**config.mk**
```make
export PLATFORM = sky130hd
export DESIGN_NAME = offset_cal_seq
export DESIGN_NICKNAME = d
export VERILOG_FILES = /design/src/rtl/offset_cal_seq.sv
export SDC_FILE = /design/constraint.sdc
export NUM_CORES = 1
export LEC_CHECK = 0
export BUFFER_PORTS_ARGS = -buffer_cell sky130_fd_sc_hd__buf_4
export CORE_AREA = 2 2 110 112
export CTS_BUF_LIST = sky130_fd_sc_hd__clkbuf_16
export CTS_CLUSTER_SIZE = 24
export DETAILED_ROUTE_END_ITERATION = 8
export DIE_AREA = 0 0 112 114
export SLEW_MARGIN = 30
export SYNTH_ARGS = -nofsm -noshare
export SYNTH_HDL_FRONTEND = slang
export SYNTH_SLANG_ARGS = --single-unit
```
**constraint.sdc**
```tcl
create_clock -name clk -period 2.9 [get_ports clk]
set_input_delay 0.145 -clock clk [delete_from_list [all_inputs] [get_ports clk]]
set_output_delay 0.145 -clock clk [all_outputs]
set_load 0.05 [all_outputs]
```
**src/rtl/offset_cal_seq.sv**
```systemverilog
module offset_cal_seq #(
  parameter int NCH        = 4,
  parameter int CODE_W     = 8,
  parameter int SETTLE_CYC = 1000,
  parameter int PWRUP_CYC  = 20_000_000
) (
  input  logic                    clk,
  input  logic                    rst_n,
  input  logic                    cal_pin,
  input  logic                    cal_cmd,
  input  logic [NCH-1:0]          cmp_pos,
  output logic [NCH*CODE_W-1:0]   dac_code,
  output logic                    clamp
);

  localparam int CNT_MAX = (PWRUP_CYC > SETTLE_CYC) ? PWRUP_CYC : SETTLE_CYC;
  localparam int CNT_W   = $clog2(CNT_MAX + 1);
  localparam int BIT_W   = (CODE_W > 1) ? $clog2(CODE_W) : 1;
  localparam logic [BIT_W-1:0]  TOP_BIT  = BIT_W'(CODE_W - 1);
  localparam logic [CODE_W-1:0] MID      = CODE_W'(1) << (CODE_W - 1);
  localparam logic [CNT_W-1:0]  PW_LAST  = CNT_W'(PWRUP_CYC - 1);
  localparam logic [CNT_W-1:0]  ST_LAST  = CNT_W'(SETTLE_CYC - 1);

  typedef enum logic [2:0] {IDLE, POWERUP_WAIT, SETTLE, SAMPLE, NEXT_BIT, DONE} state_t;

  state_t            state;
  logic [CNT_W-1:0]  cnt;
  logic [BIT_W-1:0]  bit_idx;
  logic [2:0]        pin_q;
  logic              trig, start, pw_end, st_end;

  always_ff @(posedge clk or negedge rst_n)
    if (!rst_n) pin_q <= '0;
    else        pin_q <= {pin_q[1:0], cal_pin};

  assign trig   = (pin_q[1] & ~pin_q[2]) | cal_cmd;
  assign pw_end = (state == POWERUP_WAIT) && (cnt == PW_LAST);
  assign st_end = (state == SETTLE) && (cnt == ST_LAST);
  assign start  = ((state == IDLE) && trig) || pw_end;
  assign clamp  = (state != IDLE);

  always_ff @(posedge clk or negedge rst_n) begin
    if (!rst_n) begin
      state   <= POWERUP_WAIT;
      cnt     <= '0;
      bit_idx <= TOP_BIT;
    end else begin
      case (state)
        IDLE: if (trig) begin
          state   <= SETTLE;
          cnt     <= '0;
          bit_idx <= TOP_BIT;
        end
        POWERUP_WAIT: if (pw_end) begin
          state   <= SETTLE;
          cnt     <= '0;
          bit_idx <= TOP_BIT;
        end else cnt <= cnt + 1'b1;
        SETTLE: if (st_end) begin
          state <= SAMPLE;
          cnt   <= '0;
        end else cnt <= cnt + 1'b1;
        SAMPLE: state <= NEXT_BIT;
        NEXT_BIT: if (bit_idx == '0) state <= DONE;
        else begin
          bit_idx <= bit_idx - 1'b1;
          state   <= SETTLE;
        end
        DONE: state <= IDLE;
        default: state <= IDLE;
      endcase
    end
  end

  for (genvar g = 0; g < NCH; g++) begin : g_ch
    logic [CODE_W-1:0] trial_r, result_r;

    always_ff @(posedge clk or negedge rst_n) begin
      if (!rst_n) begin
        trial_r  <= MID;
        result_r <= '0;
      end else if (start) begin
        trial_r <= MID;
      end else if (state == SAMPLE) begin
        if (!cmp_pos[g]) trial_r[bit_idx] <= 1'b0;
      end else if (state == NEXT_BIT && bit_idx != '0) begin
        trial_r[bit_idx - 1'b1] <= 1'b1;
      end else if (state == DONE) begin
        result_r <= trial_r;
      end
    end

    assign dac_code[g*CODE_W +: CODE_W] = clamp ? trial_r : result_r;


    sar_decide_chk: assert property (@(posedge clk) disable iff (!rst_n)
      (state == SAMPLE) |=> (trial_r[$past(bit_idx)] == $past(cmp_pos[g])));


    idle_hold_chk: assert property (@(posedge clk) disable iff (!rst_n)
      (state == IDLE && !trig) |=> $stable(dac_code[g*CODE_W +: CODE_W]));
  end


  run_start_chk: assert property (@(posedge clk) disable iff (!rst_n)
    (state == IDLE && trig) |=> (clamp && state == SETTLE && bit_idx == TOP_BIT));


  no_retrig_chk: assert property (@(posedge clk) disable iff (!rst_n)
    (state == SETTLE && bit_idx != TOP_BIT) |=> (bit_idx != TOP_BIT));


  run_end_chk: assert property (@(posedge clk) disable iff (!rst_n)
    (state == NEXT_BIT && bit_idx == '0) |=> ##1 !clamp);

endmodule

```
==> results of run 1 <==
worst reg2reg max path, cell delays in order, from the launching register on:
cell	delay [ns]
dfstp_2	0.74
nor2b_1	0.26
nand2b_1	0.13
a21oi_4	0.56
nor2_4	0.20
o311ai_0	0.37
Yosys cell counts, drive strengths merged, types with 11 or more instances:
library cell  count  area share
inv              12      0.0089
nand2            36       0.027
buf              18       0.020
nor2             19       0.016
o211ai           14       0.022
dfrtp            90        0.44
mux2             64        0.14
a21oi            35       0.036
nand3            17       0.021
o21ai            46       0.045
nand4            11       0.014
layer usage:
layer  global-route usage  vias up  routed length, µm
met5                    0        -                  0
met4               0.0577        0                159
met3               0.0404       11                539
met2                0.343       96               6050
met1                0.242     1903               5070
li1                     -     1842                  -
worst max path at each step:
| stage | start | to | slack, ns | cells after the start |
|---|---|---|---|---|
| final | state[0] | cnt[10] | 0.53 | 5 |
| after CTS | state[1] | dac_code[15] | 0.51 | 4 |
| after global placement | state[0] | cnt[10] | 0.36 | 5 |
| after global routing | state[0] | cnt[10] | 0.41 | 5 |
| after floorplan | state[0] | dac_code[0] | 1.04 | 5 |
| after detailed placement | state[0] | cnt[10] | 0.57 | 5 |
state kept, by name, indices dropped and copies added (netlist names):
signal	cells
g_ch.result_r	32
g_ch.trial_r	32
cnt	25
bit_idx	3
pin_q	3
state	3
layout make-up:
| type | count | share of cell area |
|---|---|---|
| clock buffers | 9 | 0.0387 |
| clock inverters | 6 | 0.0101 |
| inverters | 12 | 0.00773 |
| multi-input cells | 345 | 0.422 |
| flip-flops and latches | 98 | 0.423 |
| well taps | 147 | 0.0316 |
| repair buffers | 50 | 0.0674 |
per-stage QoR:
step	area [µm²]	std cells	total power, W	hold WS, ns	setup slack (ns)
floorplan	5080	480	0.00140	-0.151	1.04
finish	5830	667	0.00258	0.268	0.527
detailed placement	5520	650	0.00144	0.249	0.566
CTS	5830	667	0.00262	0.265	0.507
global placement	5510	650	0.00144	0.252	0.360
global route	5830	667	0.00267	0.312	0.406
cells by family after synthesis:
group                    synth area share
multiplexers                        0.142
flip-flops                          0.485
adder cells (fa/ha/maj)           0.00739
AND/OR/NAND/NOR                     0.164
buffers and inverters              0.0340
AO/OA/AOI/OAI                       0.158
XOR/XNOR                           0.0103
where the power goes:
group / internal [W] / switching, W / total (W) / leakage [nW]
sequential: 0.00137 / 0.000000590 / 0.00137 / 1.25
combinational: 0.0000118 / 0.0000321 / 0.0000439 / 1.10
clock: 0.000658 / 0.000511 / 0.00117 / 0.136
total: 0.00204 / 0.000543 / 0.00258 / 2.49
==> out/metrics.yaml, run 1 <==
status:
  outcome: "finished, final reports clean"
clock_network:
  cts_buffer_depth: 2
  cts_htree_levels: 3
  cts_setup_buffers: 0
  hold_buffers: 2
  cts.clk_slew.worst_paths_ns: 0.07
  cts_tree: "built"
  worstSkewPairLatency_ns: 0.35
  cts.sinks: 98
  cts_resized: 0
  root_buffer: "clkbuf_16"
  numCtsBuffers: 9
global_routing:
  grt_pass1_wl_mm: 19.8
  track_usage: 0.194
  grt_max_degree: 56
  grt_pass1_vias: 3839
  overflow: 0
  grt_antenna_before_repair: 0
power:
  power_density_nw_per_um2: 443
  power.leakage_nw: 2.49
  ir_drop_mv: 0.310
setup_path:
  cp-start-kind: "register"
  path_buf_inv: 0
  cp_cell_sequence: "nor2b_1 -> nand2b_1 -> a21oi_4 -> nor2_4 -> o311ai_0"
  cp_max_fo: 23
  worstReg2RegEnd: "cnt[10]"
  required_ns: 3.13
  crit_type: "register to register"
  critPathArrivalTime_ns: 2.60
  r2r_slack_ns: 0.53
  critPathCaptureType: "register"
  ff2ff_path_depth: 5
  crit_family: "compound AO/OA/AOI/OAI gates"
  slowest_stage: "dfstp_2"
  max_stage_delay_ns: 0.74
  reg2reg_from: "state[0]"
die:
  core_area_um2: 11700
  start_util: 0.434
  rows: 40
  fp.dieH_um: 114
  die_w_um: 112
  dieArea_um2: 12800
  boundaryPins: 41
cells_and_area:
  nets: 527
  layout_commonest_cell: "dfrtp_1"
  syn2layout_area_growth_pct: 14.7
  regArea_um2: 2460
  final_cell_mix: "dfrtp_1 (90), mux2_2 (64), buf_4 (47), o21ai_0 (46), nand2_1 (36)"
  multi_input_area_um2: 2460
  antennaDiodeCount: 0
  fillers: 1077
  drive_above_1_share: 0.285
  final_util: 0.497
logic_synthesis:
  synth_seq_area_share: 0.485
  synthCells: 480
  ys_warn_count: 0
  synth_edf_count: 0
  synth_ff_type: "dfrtp_1"
  synth-async-reset-ratio: 1.00
  postSynthAreaPerCell_um2: 10.6
  netlist_area_um2: 5080
  synth_nets: 491
  ys_seq_elements: 98
  synth.distinct_cells: 61
placement:
  place.gp.congestion: 0.828
  hpwl_mm: 8.04
  port_buffers: 40
hold_path:
  hp-start: "cal_cmd"
  hold_path_end: "cnt[20]"
  hold_class: "primary input to register"
  whs_path_depth: 4
detailed_routing:
  vias: 3852
  drc: 0
  ant_nets: 0
  drt_first_pass_iters: 5
  wl_mm: 11.8
  vias_per_cell: 5.78
  routedWlPerCell_um: 17.7
  drt_iter0_markers: 195
sta:
  worstMarginPinSlew_ns: 0.813
  setup-violations-final: 0
  min_period_ns: 2.37
  drv_slew: 0
  min_period_over_period: 0.818
  relSlewSlack: 0.456
  fmax_ghz: 0.421
  tns_ns: 0
  finClkSkew_ns: 0.00745
  rsz0062_at_grt: "false"
  finalHoldViolCount: 0
job:
  drv_cap: 0
Note: power is estimated with default switching activity, not from simulation.
==> run 2, diff against run 1 <==
==> constraint.sdc (replaced) <==
create_clock -name clk -period 2.4 [get_ports clk]
set_input_delay 0.12 -clock clk [delete_from_list [all_inputs] [get_ports clk]]
set_output_delay 0.12 -clock clk [all_outputs]
set_load 0.05 [all_outputs]
==> run 2 against run 1 <==
Hold slack worse by 0.060 ns. First-iteration DRC count is 22% lower. Global-route usage is 0.062 points lower. Non-clock buffer count is 5 higher. Utilization is 0.44 points higher. Clock skew is 0.0016 ns lower. Setup slack worse by 0.43 ns. Clock power is 13% higher. Final area is 0.88% higher. Sequential share of layout area is 0.37 points lower. Register-to-register slack worse by 0.28 ns.
==> out/metrics.yaml, run 2 (synthesized netlist as in run 1, its figures left out) <==
cells_and_area:
  final_cell_mix: "dfrtp_1 (90), mux2_2 (64), buf_4 (49), o21ai_0 (46), nand2_1 (36)"  # was dfrtp_1 (90), mux2_2 (64), buf_4 (47), o21ai_0 (46), nand2_1 (36)
  final_util: 0.502  # was 0.497
  nets: 532  # was 527
  fillers: 1073  # was 1077
  instances_no_fill: 673  # was 667
  antennaDiodeCount: 0  # unchanged
  fin_area_um2: 5880  # was 5830 µm²
  reg.largest.list: "g_ch.result_r: 32 flops, g_ch.trial_r: 32 flops, cnt: 25 flops"  # unchanged
  layout_commonest_cell: "dfrtp_1"  # unchanged
  drive_above_1_share: 0.289  # was 0.285
  syn2layout_area_growth_pct: 15.7  # was 14.7%
setup_path:
  crit_start: "state[1]"  # was state[0]
  cp_max_fo: 33  # was 23
  critPathArrivalTime_ns: 2.18  # was 2.60 ns
  cp-start-kind: "register"  # unchanged
  reg2reg_from: "cnt[0]"  # was state[0]
  critPathCaptureType: "output port"  # was register
  required_ns: 2.28  # was 3.13 ns
  crit_type: "register to output port"  # was register to register
global_routing:
  busiest_layer: "met2"  # unchanged
  grt_use_met2: 0.330  # was 0.343
  overflow: 0  # unchanged
  grt_pass1_wl_mm: 19.8  # about the same
  use_met3: 0.0399  # was 0.0404
  grt_pass1_vias: 3829  # was 3839
  grt_max_degree: 42  # was 56
  track_usage: 0.194  # about the same
  grt_antenna_before_repair: 0  # unchanged
  grtUsageMet1: 0.245  # was 0.242
clock_network:
  cts_tree: "built"  # unchanged
  root_buffer: "clkbuf_16"  # unchanged
  cts.clk_slew.worst_paths_ns: 0.06  # was 0.07 ns
  cts.sinks: 98  # unchanged
  cts_buffer_depth: 2  # unchanged
  numCtsBuffers: 9  # unchanged
  cts_htree_levels: 3  # unchanged
  worstSkewPairLatency_ns: 0.35  # about the same
sta:
  tns_ns: 0  # unchanged
  min_period_ns: 2.30
  min_period_over_period: 0.959
  setup-violations-final: 0  # unchanged
  rsz0062_at_grt: "false"  # unchanged
  fmax_ghz: 0.435
  drv_slew: 0  # unchanged
  worstMarginPinSlew_ns: 0.541  # was 0.813 ns
  finClkSkew_ns: 0.00588  # was 0.00745 ns
  finalHoldViolCount: 0  # unchanged
  setup_slack_ns: 0.0990  # was 0.527 ns
  relSlewSlack: 0.636  # was 0.456
detailed_routing:
  ant_nets: 0  # unchanged
  vias: 3862  # was 3852
  drt_first_pass_iters: 4  # was 5
  drc: 0  # unchanged
  routedWlPerCell_um: 17.5  # was 17.7 µm
  vias_per_cell: 5.74  # was 5.78
  wl_mm: 11.8  # about the same
  drt_iter0_markers: 152  # was 195
power:
  comb_power_share: 0.018  # was 0.017
  p_sw_frac: 0.221  # was 0.210
  p_int_w: 0.00236  # was 0.00204 W
  power.leakage_nw: 2.52  # was 2.49 nW
  power_density_nw_per_um2: 515  # was 443 nW/µm²
  p_clk_frac: 0.435  # was 0.453
  p_switching_w: 0.000668  # was 0.000543 W
  ir_drop_mv: 0.418  # was 0.310 mV
  seqPwrFrac: 0.546  # was 0.530
hold_path:
  hp-start: "cal_cmd"  # unchanged
  hold_class: "primary input to register"  # unchanged
status:
  outcome: "finished, final reports clean"  # unchanged
die:
  start_util: 0.434  # unchanged
  core_area_um2: 11700  # unchanged
  boundaryPins: 41  # unchanged
  fp.dieH_um: 114  # unchanged
  dieArea_um2: 12800  # unchanged
  rows: 40  # unchanged
  die_w_um: 112  # unchanged
placement:
  port_buffers: 40  # unchanged
  dpl_cell_area_um2: 5590  # was 5520 µm²
  dpl.cell_count: 655  # was 650
  hpwl_mm: 8.16  # was 8.04 mm
  place_ws_ns: 0.249  # was 0.566 ns
  place.gp.congestion: 0.863  # was 0.828
job:
  drv_cap: 0  # unchanged
[run 2: cell count changes in the layout (fill, tap and decap cells not counted), sizes merged]
cell    previous run  this run
inv               12        14
buf               48        53
bufinv             1         0
[run 2: metal layers]
layer,vias to the layer above,part of all wire
met1,1914,0.44
met5,-,0
li1,1858,-
met3,20,0.035
met2,70,0.49
met4,0,0.028
[run 2: final timing paths]
path                            slack, ns  depth (start not counted)             endpoint
worst max-delay path                  0.1                          5         dac_code[24]
worst min-delay path                 0.21                          4              cnt[16]
min in group asynchronous            0.30                          2  g_ch[2].result_r[6]
worst max register to register       0.25                          7              cnt[10]
max in group asynchronous            1.41                          3               cnt[8]
worst min register to register       0.35                          0             pin_q[1]
[run 2: final cells by class]
| class | instances | area, µm² | area share |
|---|---|---|---|
| repair buffers | 55 | 468 | 0.0796 |
| multi-input cells | 345 | 2460 | 0.418 |
| clock inverters | 7 | 36.3 | 0.00617 |
| inverters | 12 | 45.0 | 0.00766 |
| flip-flops and latches | 98 | 2460 | 0.419 |
| clock buffers | 9 | 225 | 0.0383 |
| well taps | 147 | 184 | 0.0313 |
[run 2: power by group through the flow]
stage / combinational [W] / sequential [W] / clock (W)
6_report: 0.0000554 / 0.00166 / 0.00132
5_1_grt: 0.0000645 / 0.00165 / 0.00143
4_1_cts: 0.0000592 / 0.00165 / 0.00135
3_5_place_dp: 0.0000564 / 0.00169 / 0
3_3_place_gp: 0.0000558 / 0.00169 / 0
2_1_floorplan: 0.00000413 / 0.00169 / 0
[run 2: repair_timing]
action | CTS | global route
setup buffers | 0 | 0
hold endpoints to repair | 34 | 0
gates resized for setup | 0 | 1
endpoints found under the setup margin | 0 | 2
hold buffers | 2 | 0
[run 2: through the flow]
stage | power [W] | hold slack [ns]
global route | 0.00314 | 0.222
detailed placement | 0.00174 | 0.142
global placement | 0.00174 | 0.137
floorplan | 0.00169 | -0.176
finish | 0.00303 | 0.209
CTS | 0.00307 | 0.205
[run 2: worst max-delay path, stage by stage (launching register included)]
cell	delay (ns)
dfrtp_1	0.57
buf_4	0.25
nor3_4	0.19
buf_12	0.24
mux2_2	0.37
buf_4	0.19
